--- src/rtl/layer_select_pkg.sv ---
// Package: shared helpers for the layer selector.
// Holds the arithmetic used to size the occupancy window and counters.
package layer_select_pkg;

    // Integer ceiling division, used for the link occupancy window.
    function automatic int ceil_div(input int num, input int den);
        return (num + den - 1) / den;
    endfunction

    // Result of an empty/non-empty candidate search.
    typedef enum logic [1:0] {
        PICK_IDLE = 2'd0,
        PICK_HIT  = 2'd1,
        PICK_MISS = 2'd2
    } pick_outcome_e;

endpackage

--- src/rtl/layer_link_tracker.sv ---
// Module: layer_link_tracker
// Keeps one down-counter per layer for the input port's link to that layer.
// A claim loads BUSY_SLOTS-1 into the claimed layer's counter; every other
// non-zero counter decrements once per slot. A link is free when its counter
// is zero. Assumes at most one claim per slot.
module layer_link_tracker #(
    parameter int NUM_LAYERS = 10,
    parameter int BUSY_SLOTS = 4,
    parameter int IDX_W      = 4,
    parameter int CNT_W      = 3
) (
    input  logic                  clk,
    input  logic                  rst_n,
    input  logic                  claim_en,
    input  logic [IDX_W-1:0]      claim_idx,
    output logic [NUM_LAYERS-1:0] link_free
);

    localparam logic [CNT_W-1:0] RELOAD = CNT_W'(BUSY_SLOTS - 1);

    for (genvar g = 0; g < NUM_LAYERS; g++) begin : g_link
        logic [CNT_W-1:0] busy_cnt;
        logic             hit;

        // Decode whether this layer is the one claimed in this slot.
        assign hit = claim_en && (claim_idx == IDX_W'(g));

        // Load on claim, otherwise count down towards free.
        always_ff @(posedge clk) begin
            if (!rst_n) begin
                busy_cnt <= '0;
            end else if (hit) begin
                busy_cnt <= RELOAD;
            end else if (busy_cnt != '0) begin
                busy_cnt <= busy_cnt - CNT_W'(1);
            end
        end

        // Expose link availability for this layer.
        assign link_free[g] = (busy_cnt == '0);
    end

endmodule

--- src/rtl/layer_lowest_pick.sv ---
// Module: layer_lowest_pick
// Combinational fixed-priority pick: returns the lowest set bit of the request
// vector as an index, plus a flag telling whether any bit was set.
// Assumes NUM_LAYERS fits in IDX_W bits.
module layer_lowest_pick #(
    parameter int NUM_LAYERS = 10,
    parameter int IDX_W      = 4
) (
    input  logic [NUM_LAYERS-1:0] req,
    output logic                  found,
    output logic [IDX_W-1:0]      idx
);

    logic [NUM_LAYERS:0]   seen;
    logic [NUM_LAYERS-1:0] onehot;

    assign seen[0] = 1'b0;

    for (genvar g = 0; g < NUM_LAYERS; g++) begin : g_chain
        // A bit wins only if no lower bit was already requesting.
        assign onehot[g]  = req[g] & ~seen[g];
        assign seen[g+1]  = seen[g] | req[g];
    end

    // Any request present.
    assign found = seen[NUM_LAYERS];

    // Encode the one-hot winner into a binary index.
    always_comb begin
        idx = '0;
        for (int i = 0; i < NUM_LAYERS; i++) begin
            if (onehot[i]) begin
                idx = idx | IDX_W'(i);
            end
        end
    end

endmodule

--- src/rtl/layer_select_demux.sv ---
// Module: layer_select_demux
// Assigns each arriving cell to one switch layer whose input link is free now
// and which the destination output can read at the cell's departure slot.
// Outputs are registered one slot after acceptance. Assumes the departure
// bitmap is valid together with cell_valid; the block never back-pressures
// after reset.
module layer_select_demux
    import layer_select_pkg::*;
#(
    parameter int NUM_LAYERS = 10,
    parameter int SPEEDUP    = 3,
    parameter int TAG_W      = 16,
    parameter int CELL_W     = 32,
    localparam int IDX_W      = (NUM_LAYERS > 1) ? $clog2(NUM_LAYERS) : 1,
    localparam int BUSY_SLOTS = ceil_div(NUM_LAYERS, SPEEDUP),
    localparam int CNT_W      = $clog2(BUSY_SLOTS + 1)
) (
    input  logic                  clk,
    input  logic                  rst_n,
    input  logic                  cell_valid,
    output logic                  cell_ready,
    input  logic [TAG_W-1:0]      cell_depart,
    input  logic [CELL_W-1:0]     cell_data,
    input  logic [NUM_LAYERS-1:0] depart_avail,
    output logic                  grant_valid,
    output logic [IDX_W-1:0]      grant_layer,
    output logic [TAG_W-1:0]      grant_depart,
    output logic [CELL_W-1:0]     grant_data,
    output logic                  no_layer_err
);

    logic [NUM_LAYERS-1:0] link_free;
    logic [NUM_LAYERS-1:0] cand;
    logic                  cand_found;
    logic [IDX_W-1:0]      cand_idx;
    logic                  accept;
    pick_outcome_e         outcome;

    // Accept whenever a cell is offered and the port is out of reset.
    assign accept = cell_valid && cell_ready;

    // Common layers: free input link and readable at departure.
    assign cand = link_free & depart_avail;

    layer_lowest_pick #(
        .NUM_LAYERS(NUM_LAYERS),
        .IDX_W     (IDX_W)
    ) u_pick (
        .req  (cand),
        .found(cand_found),
        .idx  (cand_idx)
    );

    layer_link_tracker #(
        .NUM_LAYERS(NUM_LAYERS),
        .BUSY_SLOTS(BUSY_SLOTS),
        .IDX_W     (IDX_W),
        .CNT_W     (CNT_W)
    ) u_links (
        .clk      (clk),
        .rst_n    (rst_n),
        .claim_en (accept && cand_found),
        .claim_idx(cand_idx),
        .link_free(link_free)
    );

    // Classify this slot's outcome.
    always_comb begin
        if (!accept) begin
            outcome = PICK_IDLE;
        end else if (cand_found) begin
            outcome = PICK_HIT;
        end else begin
            outcome = PICK_MISS;
        end
    end

    // Ready rises on the first clock after reset and stays up.
    always_ff @(posedge clk) begin
        if (!rst_n) begin
            cell_ready <= 1'b0;
        end else begin
            cell_ready <= 1'b1;
        end
    end

    // Register the grant strobe and error strobe from the outcome.
    always_ff @(posedge clk) begin
        if (!rst_n) begin
            grant_valid  <= 1'b0;
            no_layer_err <= 1'b0;
        end else begin
            grant_valid  <= (outcome == PICK_HIT);
            no_layer_err <= (outcome == PICK_MISS);
        end
    end

    // Capture the chosen layer and the cell fields on a hit.
    always_ff @(posedge clk) begin
        if (!rst_n) begin
            grant_layer  <= '0;
            grant_depart <= '0;
            grant_data   <= '0;
        end else if (outcome == PICK_HIT) begin
            grant_layer  <= cand_idx;
            grant_depart <= cell_depart;
            grant_data   <= cell_data;
        end
    end

endmodule

--- config.mk ---
export PLATFORM = sky130hd
export DESIGN_NAME = layer_select_demux
export DESIGN_NICKNAME = d
export VERILOG_FILES = /design/src/rtl/layer_select_pkg.sv /design/src/rtl/layer_link_tracker.sv /design/src/rtl/layer_lowest_pick.sv /design/src/rtl/layer_select_demux.sv
export SDC_FILE = /design/constraint.sdc
export NUM_CORES = 1
export LEC_CHECK = 0
export BUFFER_PORTS_ARGS = -buffer_cell sky130_fd_sc_hd__buf_2
export CELL_PAD_IN_SITES_DETAIL_PLACEMENT = 0
export CELL_PAD_IN_SITES_GLOBAL_PLACEMENT = 1
export CORE_MARGIN = 3
export CORE_UTILIZATION = 35
export DETAILED_ROUTE_END_ITERATION = 10
export GPL_TIMING_DRIVEN = 0
export PLACE_DENSITY_LB_ADDON = 0.1
export SETUP_SLACK_MARGIN = 0.02
export SYNTH_ARGS = -nofsm -noshare
export SYNTH_HDL_FRONTEND = slang
export SYNTH_SLANG_ARGS = --single-unit
--- constraint.sdc ---
create_clock -name clk -period 1.9 [get_ports clk]
set_clock_uncertainty 0.1 [all_clocks]
set_input_delay 0.095 -clock clk [delete_from_list [all_inputs] [get_ports clk]]
set_output_delay 0.095 -clock clk [all_outputs]
set_load 0.02 [all_outputs]
* Yosys cells after proc, flatten, opt, wreduce, memory -nomap -nowiden
Cells that the tools add are included.
Operators by class: add/subtract/negate cells 10, multipliers 0, divide/modulo/power cells 0, $lt $le $gt $ge 0, eq/ne operators 11, shifts and indexed selects 0, mux-type cells 32, bitwise logic cells 29, reductions and logical operators 53
Operators by type and width (number):
- $mux 2 | 24
- $logic_not 3->1 | 10
- $reduce_bool 3->1 | 10
- $sub 3x1->3 const B | 10
- $reduce_bool 2->1 | 10
- $reduce_or 2->1 | 10
- $eq 4x3->1 const B | 4
- $logic_and 1x1->1 | 12
- $mux 3 | 4
- $and 10x10->10 | 1
- $not 1->1 | 10
- $and 1x1->1 | 9
- $or 1x1->1 | 9
- $eq 4x2->1 const B | 2
- $eq 4x4->1 const B | 2
- $mux 4 | 2
- $eq 4x1->1 const B | 1
- $logic_not 4->1 | 1
- $eq 2x1->1 const B | 1
- $eq 2x2->1 const B | 1
- $mux 1 | 2
Word-level totals: flip-flop bits (word level) 85, latch bits 0, bits in writable memories 0, bits in read-only memories 0, input port bits 61, logic and storage cells 161, memories kept 0

* Longest topological paths before layout
Gate-level depths: netlist (run 1).
word-level depth 16, gate-level depth with buffers 10

* Cells and area by module
From an unflattened synthesis (run 1), not the netlist that was laid out.
Unflattened totals: cell total of the unflattened synthesis 444, area total of the unflattened synthesis 4088.9 µm²
By module, submodules not included:
- layer_select_demux | instances 1, cells an instance 244, area each 2282.2 µm²
- layer_link_tracker | instances 1, cells an instance 183, area each 1689.1 µm²
- layer_lowest_pick | instances 1, cells an instance 17, area each 117.6 µm²

* Worst setup path before layout (run 1)
No wires, ideal clock.
kind reg-to-reg, start point register u_links.g_link[1].busy_cnt[0], end point register grant_data[0], data arrival time 1.603 ns, setup slack 0.075 ns, stages on the path, launching flop included 9, buffers on the path 2, clock period less this slack 1.825 ns, cells stage by stage dfxtp_1 > inv_1 > ha_1 > nand3b_4 > and4_1 > buf_6 > a31oi_4 > buf_2 > o21ai_2
On the way: longest elaborated chain between the ends 14
RTL lines:
- start, declared | line layer_link_tracker.sv:22 | logic [CNT_W-1:0] busy_cnt;
- start signal, assigned | line layer_link_tracker.sv:35 | busy_cnt <= busy_cnt - CNT_W'(1);
- $logic_not 3->1 | line layer_link_tracker.sv:40 | assign link_free[g] = (busy_cnt == '0);
- $and 10x10->10 | line layer_select_demux.sv:43 | assign cand = link_free & depart_avail;
- $or 1x1->1 (9 in series) | line layer_lowest_pick.sv:22 | assign seen[g+1] = seen[g] | req[g];
- $mux 2 | line layer_select_demux.sv:71 | end else if (cand_found) begin
- $mux 2 | line layer_select_demux.sv:69 | if (!accept) begin
- $eq 2x1->1 | line layer_select_demux.sv:104 | end else if (outcome == PICK_HIT) begin
- end signal, assigned | line layer_select_demux.sv:107 | grant_data <= cell_data;
- end, declared | line layer_select_demux.sv:28 | output logic [CELL_W-1:0] grant_data,
No other way between the ends. A chain may end at the register's enable or synchronous reset.

* Final worst setup path (run 1)
start point register u_links.g_link[3].busy_cnt[1], end point register u_links.g_link[8].busy_cnt[1]
On the way: longest elaborated chain between the ends 14, elaborated cells on any way between the ends 34, classes of those cells eq/ne (1); mux (8); bitwise (21); reduce/logical (4)
RTL lines:
- start, declared | line layer_link_tracker.sv:22
- start signal, assigned | line layer_link_tracker.sv:35
- $logic_not 3->1 (*) | line layer_link_tracker.sv:40
- $and 10x10->10 (*) | line layer_select_demux.sv:43
- $or 1x1->1 | line layer_lowest_pick.sv:22
- $or 1x1->1 / $not 1->1 (equally long branches) | line layer_lowest_pick.sv:22, layer_lowest_pick.sv:21
- $not 1->1 (tied with other cells) | line layer_lowest_pick.sv:21 | assign onehot[g] = req[g] & ~seen[g];
- $and 1x1->1 (tied with other cells) | line layer_lowest_pick.sv:21
- $mux 3 (tied with other cells) (3 in series) | line layer_lowest_pick.sv:32 | if (onehot[i]) begin
- $mux 4 / $and 1x1->1 (equally long branches) | line layer_lowest_pick.sv:32, layer_lowest_pick.sv:21
- $mux 4 | line layer_lowest_pick.sv:32
- $eq 4x4->1 | line layer_link_tracker.sv:26 | assign hit = claim_en && (claim_idx == IDX_W'(g));
- $logic_and 1x1->1 (*) | line layer_link_tracker.sv:26
- $mux 2 / $reduce_bool 2->1 (equally long branches)
- end signal, assigned | line layer_link_tracker.sv:35
- end, declared | line layer_link_tracker.sv:22
Mark *: on every way between the ends. The rest lies on a longest branch, timed or not.

==> flow_summary.json, run 1 <==
{
  "cts-root-buf": "clkbuf_16",
  "ys_ff_latch": 85,
  "grt_pass1_wl_mm": 18.9,
  "synth_top_cell_by_area": "dfxtp_1",
  "final_antenna_net_count": 0,
  "vdd_drop_max_mv": 0.718,
  "cts_made_buffers": 9,
  "min_from": "cell_valid",
  "syn-num-nets": 533,
  "final_cells": 819,
  "gp_congestion": 0.718,
  "hold_path_class": "in2reg",
  "synth-xor-area-share": 0.0196,
  "p_leak_nw": 2.84,
  "final_core_util": 0.584,
  "grt_use_total": 0.182,
  "cts_htree_levels": 3,
  "power.share.combinational": 0.485,
  "layout_min_cycle_time_ps": 1930,
  "layout_commonest_cell": "buf_2",
  "grt_overflow": 0,
  "fill_cells": 973,
  "area_growth_pct": 60.3,
  "rr_startpoint": "u_links.g_link[3].busy_cnt[1]",
  "via_count": 3931,
  "final_layout_size_suffix_gt1_frac": 0.440,
  "cap_viol_max_count": 0,
  "cts_buffer_depth": 2,
  "yosys-top-cells-area": "dfxtp_1, ha_1, nand2_1",
  "dpl.cell_count": 707,
  "p_sw_frac": 0.346,
  "multi_input_area_um2": 2300,
  "dp_hpwl_mm": 7.36,
  "fin_ws_ps": -26.2,
  "wire_per_inst_um": 14.2,
  "relSlewSlack": 0.597,
  "io_pins": 116,
  "layout_common_cells": "buf_2, dfxtp_1, nand2_1",
  "syn_avg_cell_area_um2": 8.90,
  "crit_path_end_kind": "flop",
  "r2r_end": "u_links.g_link[8].busy_cnt[1]",
  "outcome": "finished, violations left",
  "grt_pass1_vias": 4012,
  "holdWs_ps": 136,
  "synth-main-ff-cell": "dfxtp_1",
  "r2r_slack_ps": -30,
  "drc": 0,
  "pwr_density_cell_nw_per_um2": 1380,
  "ys_types": 45,
  "register_area_um2": 1710,
  "dieWidth_um": 113,
  "worstSetupStartpoint": "u_links.g_link[3].busy_cnt[1]",
  "timing.final.crit_share": 1.01,
  "synthSimpleGateAreaFrac": 0.250,
  "internal_power_mw": 5.79,
  "grt_max_degree": 15,
  "maxSlewViolCount": 0,
  "setup_viol": 3,
  "clk_pin_slew_worst_paths_ps": 70,
  "finalSetupTns_ps": -53.8,
  "critPathLaunchType": "flop",
  "syn_area_um2": 4020,
  "reg2reg_depth": 9,
  "cts.sinks": 85,
  "synth_compound_area_frac": 0.165,
  "synth-seq-area-share": 0.423,
  "rsz0062_at_grt": "true",
  "hold_viol_final": 0,
  "tritoncts": "built",
  "seqPwrFrac": 0.272,
  "p_sw_mw": 3.07,
  "dieArea_um2": 12800,
  "first_pass_iters": 4,
  "finalNetCount": 755,
  "muxShareOfSynthArea": 0.0174,
  "first_iter_violations": 96,
  "critPathMaxFanout": 3,
  "portBuffers": 115,
  "cp.arrival_ps": 2100,
  "viasPerCell": 4.80,
  "rows": 38,
  "antenna_found_initial": 0,
  "clk-insertion-delay-late_ps": 330,
  "criticalPathCategory": "reg2reg",
  "hold_depth": 3,
  "synth-edff-count": 0,
  "violations": "negative setup slack",
  "die_h_um": 113,
  "synth_warnings": 0,
  "core_area_um2": 11000,
  "min_to": "u_links.g_link[0].busy_cnt[1]",
  "synth_top_family_by_area": "simple AND/OR/NAND/NOR gates",
  "start_util": 0.365,
  "worst_slew_pin_slew_ps": 604,
  "synthCells": 452,
  "synth_async_sr_flop_share": 0,
  "synth_fa_ha_area_frac": 0.0622,
  "antennaDiodeCount": 0,
  "cp_data_required_time_ps": 2070,
  "power.total_mw": 8.86,
  "clkPwrFrac": 0.243,
  "synth_top_area_frac": 0.423,
  "wl_mm": 11.6,
  "fmax_mhz": 519
}
## power groups by stage
stage / clock [mW] / sequential [mW] / combinational [mW]
3_5_place_dp: 0 / 2.39 / 2.86
2_1_floorplan: 0 / 2.49 / 2.11
5_1_grt: 2.27 / 2.46 / 4.72
4_1_cts: 2.20 / 2.40 / 4.05
3_3_place_gp: 0 / 2.39 / 2.80
6_report: 2.16 / 2.41 / 4.30
## cell families (layout without fill, tap and decap cells)
kind of cell / after synthesis / in the layout
AND/OR/NAND/NOR: 181 / 181
AO/OA/AOI/OAI: 99 / 99
flip-flops: 85 / 85
buffers and inverters: 51 / 278
adder cells (fa/ha/maj): 20 / 20
XOR/XNOR: 9 / 9
multiplexers: 7 / 7
## registers in the layout, indices dropped and copies added (netlist names)
signal	cells
grant_valid	1
cell_ready	1
no_layer_err	1
grant_depart	16
grant_data	32
grant_layer	4
u_links.g_link.busy_cnt	30
## worst max-delay path, stage by stage, from the launching register on
cell and delay [ps]:
dfxtp_2 330, inv_2 50, ha_4 150, nand3b_1 130, buf_4 150, nand4_1 170
buf_6 200, nor4_4 300, buf_4 170, a22o_1 120
## routing by layer
metal / part of all wire / global-route usage / vias up
met2: 0.50 / 0.318 / 105
li1: - / - / 1998
met4: 0.019 / 0.0753 / 0
met3: 0.059 / 0.0481 / 16
met1: 0.42 / 0.209 / 1812
met5: 0 / 0 / -
## area by class of cell
| class | instances | share of cell area |
|---|---|---|
| clock inverters | 7 | 0.0214 |
| multi-input cells | 316 | 0.356 |
| repair buffers | 212 | 0.244 |
| inverters | 25 | 0.0146 |
| plain buffers | 25 | 0.0357 |
| well taps | 140 | 0.0272 |
| flip-flops and latches | 85 | 0.266 |
| clock buffers | 9 | 0.0349 |
## per-stage QoR
stage	instance area, um2	setup WS [ps]
after floorplan	4020	75.2
after global placement	4770	-214
after detailed placement	4770	-238
after CTS	6340	-27.3
after global routing	6440	-142
final	6440	-26.2
## repair_timing
| action | in CTS | in global routing |
|---|---|---|
| hold buffers | 49 | 0 |
| cloned | 3 | 1 |
| setup endpoints to repair | 59 | 76 |
| resized for setup | 92 | 37 |
| setup buffers | 46 | 3 |
| pin swaps | 44 | 16 |
| endpoints found under the hold margin | 49 | 0 |
## worst max path at each step
| stage | endpoint | slack (ps) | cells after the start |
|---|---|---|---|
| after global routing | u_links.g_link[8].busy_cnt[1] | -140 | 9 |
| after global placement | grant_data[0] | -210 | 8 |
| after floorplan | grant_data[0] | 80 | 8 |
| after CTS | grant_depart[15] | -30 | 11 |
| after detailed placement | grant_data[3] | -240 | 8 |
| final | u_links.g_link[8].busy_cnt[1] | -30 | 9 |
## synthesized netlist by cell type (2+ instances only)
| cell | count |
|---|---|
| nand2_1 | 65 |
| o21ai_0 | 41 |
| xnor2_1 | 9 |
| inv_1 | 25 |
| nand4_1 | 3 |
| dfxtp_1 | 85 |
| buf_4 | 2 |
| clkbuf_1 | 13 |
| a31oi_1 | 3 |
| a31o_2 | 2 |
| mux2i_1 | 7 |
| a22o_1 | 5 |
| nand2b_1 | 4 |
| and4_1 | 2 |
| o21ai_2 | 20 |
| buf_6 | 2 |
| and3b_1 | 2 |
| clkbuf_2 | 2 |
| o22ai_1 | 5 |
| ha_1 | 20 |
| or3_1 | 2 |
| and2_1 | 2 |
| nand3_2 | 20 |
| nand3b_1 | 4 |
| nor2b_1 | 5 |
| buf_2 | 5 |
| nand3b_4 | 4 |
| a21oi_1 | 13 |
| o21a_1 | 4 |
| nor2_1 | 28 |
| nor3_1 | 6 |
| nand3_1 | 28 |
| nor4_1 | 2 |
Power figures use the tool's default switching activity.
==> run 2, diff against run 1 <==
SKIP_LAST_GASP = 1   (was not set)
==> run 2 against run 1 <==
Net effect:
- the run still ends with negative setup slack left
- combinational power down 3%
- total power shrank 1.2%
- flip-flop and latch count did not move
- first-iteration DRC count increased by 14%
- die area did not move
- critical path depth unchanged
- count of clock-buffer cells in the layout unchanged
- final cell count decreased by 0.24%
- utilization down 0.68 points
- setup slack worse by 17 ps
- critical path type unchanged
- critical endpoint is now u_links.g_link[3].busy_cnt[0]
- largest power group unchanged
==> flow_summary.json, run 2 (synthesis gave the netlist of run 1 again) <==
{
  "viasPerCell": 4.78,
  "cts-root-buf": "clkbuf_16",
  "cap_viol_max_count": 0,
  "grt_max_degree": 15,
  "grt_pass1_vias": 3993,
  "seqPwrFrac": 0.275,
  "rsz0062_at_grt": "true",
  "crit_top_cell": "buf_4",
  "dp_slack_ps": -238,
  "rows": 38,
  "p_leak_nw": 2.81,
  "final_area_um2": 6370,
  "violations": "negative setup slack",
  "critPathLaunchType": "flop",
  "io_pins": 116,
  "start_util": 0.365,
  "antenna_found_initial": 0,
  "hold_path_class": "in2reg",
  "final_cells": 817,
  "finalNetCount": 753,
  "cts_made_buffers": 9,
  "dp_hpwl_mm": 7.36,
  "cts_buffer_depth": 2,
  "worst_slew_pin_slew_ps": 567,
  "core_area_um2": 11000,
  "first_iter_violations": 109,
  "drc": 0,
  "layout_commonest_cell": "buf_2",
  "pwr_density_cell_nw_per_um2": 1370,
  "clk-insertion-delay-late_ps": 330,
  "crit_path_end_kind": "flop",
  "dpl.cell_count": 707,
  "cp_top_family": "compound AO/OA/AOI/OAI gates",
  "cp.arrival_ps": 2070,
  "antennaDiodeCount": 0,
  "wire_per_inst_um": 14.1,
  "via_count": 3909,
  "criticalPathCategory": "reg2reg",
  "path_buf_inv": 3,
  "cpMaxStageDelayCell": "a31oi_1",
  "grt_pass1_wl_mm": 18.8,
  "power.share.combinational": 0.478,
  "fin_ws_ps": -42.8,
  "p_sw_mw": 3.03,
  "first_pass_iters": 4,
  "relSlewSlack": 0.621,
  "setup_viol": 6,
  "reg.largest.list": "grant_data x32, u_links.g_link.busy_cnt x30, grant_depart x16",
  "cts.sinks": 85,
  "internal_power_mw": 5.73,
  "layout_common_cells": "buf_2, dfxtp_1, nand2_1",
  "fmax_mhz": 515,
  "final_antenna_net_count": 0,
  "cts_htree_levels": 3,
  "vdd_drop_max_mv": 0.716,
  "tritoncts": "built",
  "wl_mm": 11.5,
  "maxSlewViolCount": 0,
  "crit_path_max_incr_delay_ps": 470,
  "gp_congestion": 0.718,
  "grt_use_total": 0.181,
  "critPathMaxFanout": 3,
  "final_layout_size_suffix_gt1_frac": 0.431,
  "grt_overflow": 0,
  "area_growth_pct": 58.4,
  "dieWidth_um": 113,
  "timing.final.crit_share": 1.02,
  "layout_min_cycle_time_ps": 1940,
  "hold_viol_final": 0,
  "p_sw_frac": 0.346,
  "largest_register_ffs": 32,
  "clk_pin_slew_worst_paths_ps": 60,
  "placed_area_um2": 4770,
  "clkPwrFrac": 0.246,
  "outcome": "finished, violations left",
  "cp_data_required_time_ps": 2030,
  "portBuffers": 115,
  "top_register": "grant_data",
  "die_h_um": 113,
  "dieArea_um2": 12800,
  "crit_chain": "inv_2 -> ha_4 -> nand3b_1 -> buf_4 -> buf_4 -> o21ai_4 -> a31oi_1 -> nor2_2 -> o21a_1"
}
==> run 2: path summary, 6_finish.rpt <==
path                                      start                            end  slack [ps]  depth (start not counted)
hold reg to reg                 grant_depart[4]                grant_depart[4]         350                          2
setup / recovery  u_links.g_link[3].busy_cnt[1]  u_links.g_link[3].busy_cnt[0]         -40                          9
setup reg to reg  u_links.g_link[3].busy_cnt[1]  u_links.g_link[3].busy_cnt[0]         -40                          9
hold / removal                  depart_avail[2]                 grant_layer[1]         130                          4
==> run 2: area by class of cell <==
class,instances,area [um2]
flip-flops and latches,85,1710
plain buffers,25,219
multi-input cells,316,2280
inverters,25,93.8
repair buffers,210,1530
fillers,991,4660
clock buffers,9,225
well taps,140,175
clock inverters,7,138
==> run 2: what timing repair did <==
item | 4_1_cts | 5_1_grt
hold buffers | 49 | 0
endpoints found under the hold margin | 49 | 0
gates cloned | 3 | 0
endpoints found under the setup margin | 59 | 76
pin swaps | 43 | 15
gates resized for setup | 86 | 34
setup buffers | 46 | 2
==> run 2: metrics by stage <==
stage,util,power (mW),hold slack [ps],TNS (ps)
floorplan,-,4.60,22.7,0
global placement,0.433,5.19,206,-9400
detailed placement,0.433,5.25,216,-10510
CTS,0.573,8.63,83.3,-536
global route,0.577,9.34,127,-4330
finish,0.577,8.75,132,-147
==> run 2: worst reg2reg max path: cells and delay by family (launching register included) <==
| kind | cells | cell delay (ps) |
|---|---|---|
| simple gates | 2 | 220 |
| compound gates | 3 | 730 |
| buf+inv | 3 | 310 |
| flops | 1 | 330 |
| fa+ha+maj | 1 | 150 |
==> run 2: power groups by stage <==
stage	combinational, mW	clock (mW)	sequential, mW
CTS	4.04	2.20	2.40
floorplan	2.11	0	2.49
global placement	2.80	0	2.39
finish	4.19	2.16	2.41
detailed placement	2.86	0	2.39
global route	4.61	2.27	2.46
==> run 2: metal layers <==
metal / share of wire / GRT usage / up-vias
li1: - / - / 1993
met1: 0.42 / 0.210 / 1793
met2: 0.50 / 0.316 / 107
met3: 0.062 / 0.0471 / 16
met4: 0.020 / 0.0737 / 0
met5: 0 / 0 / -
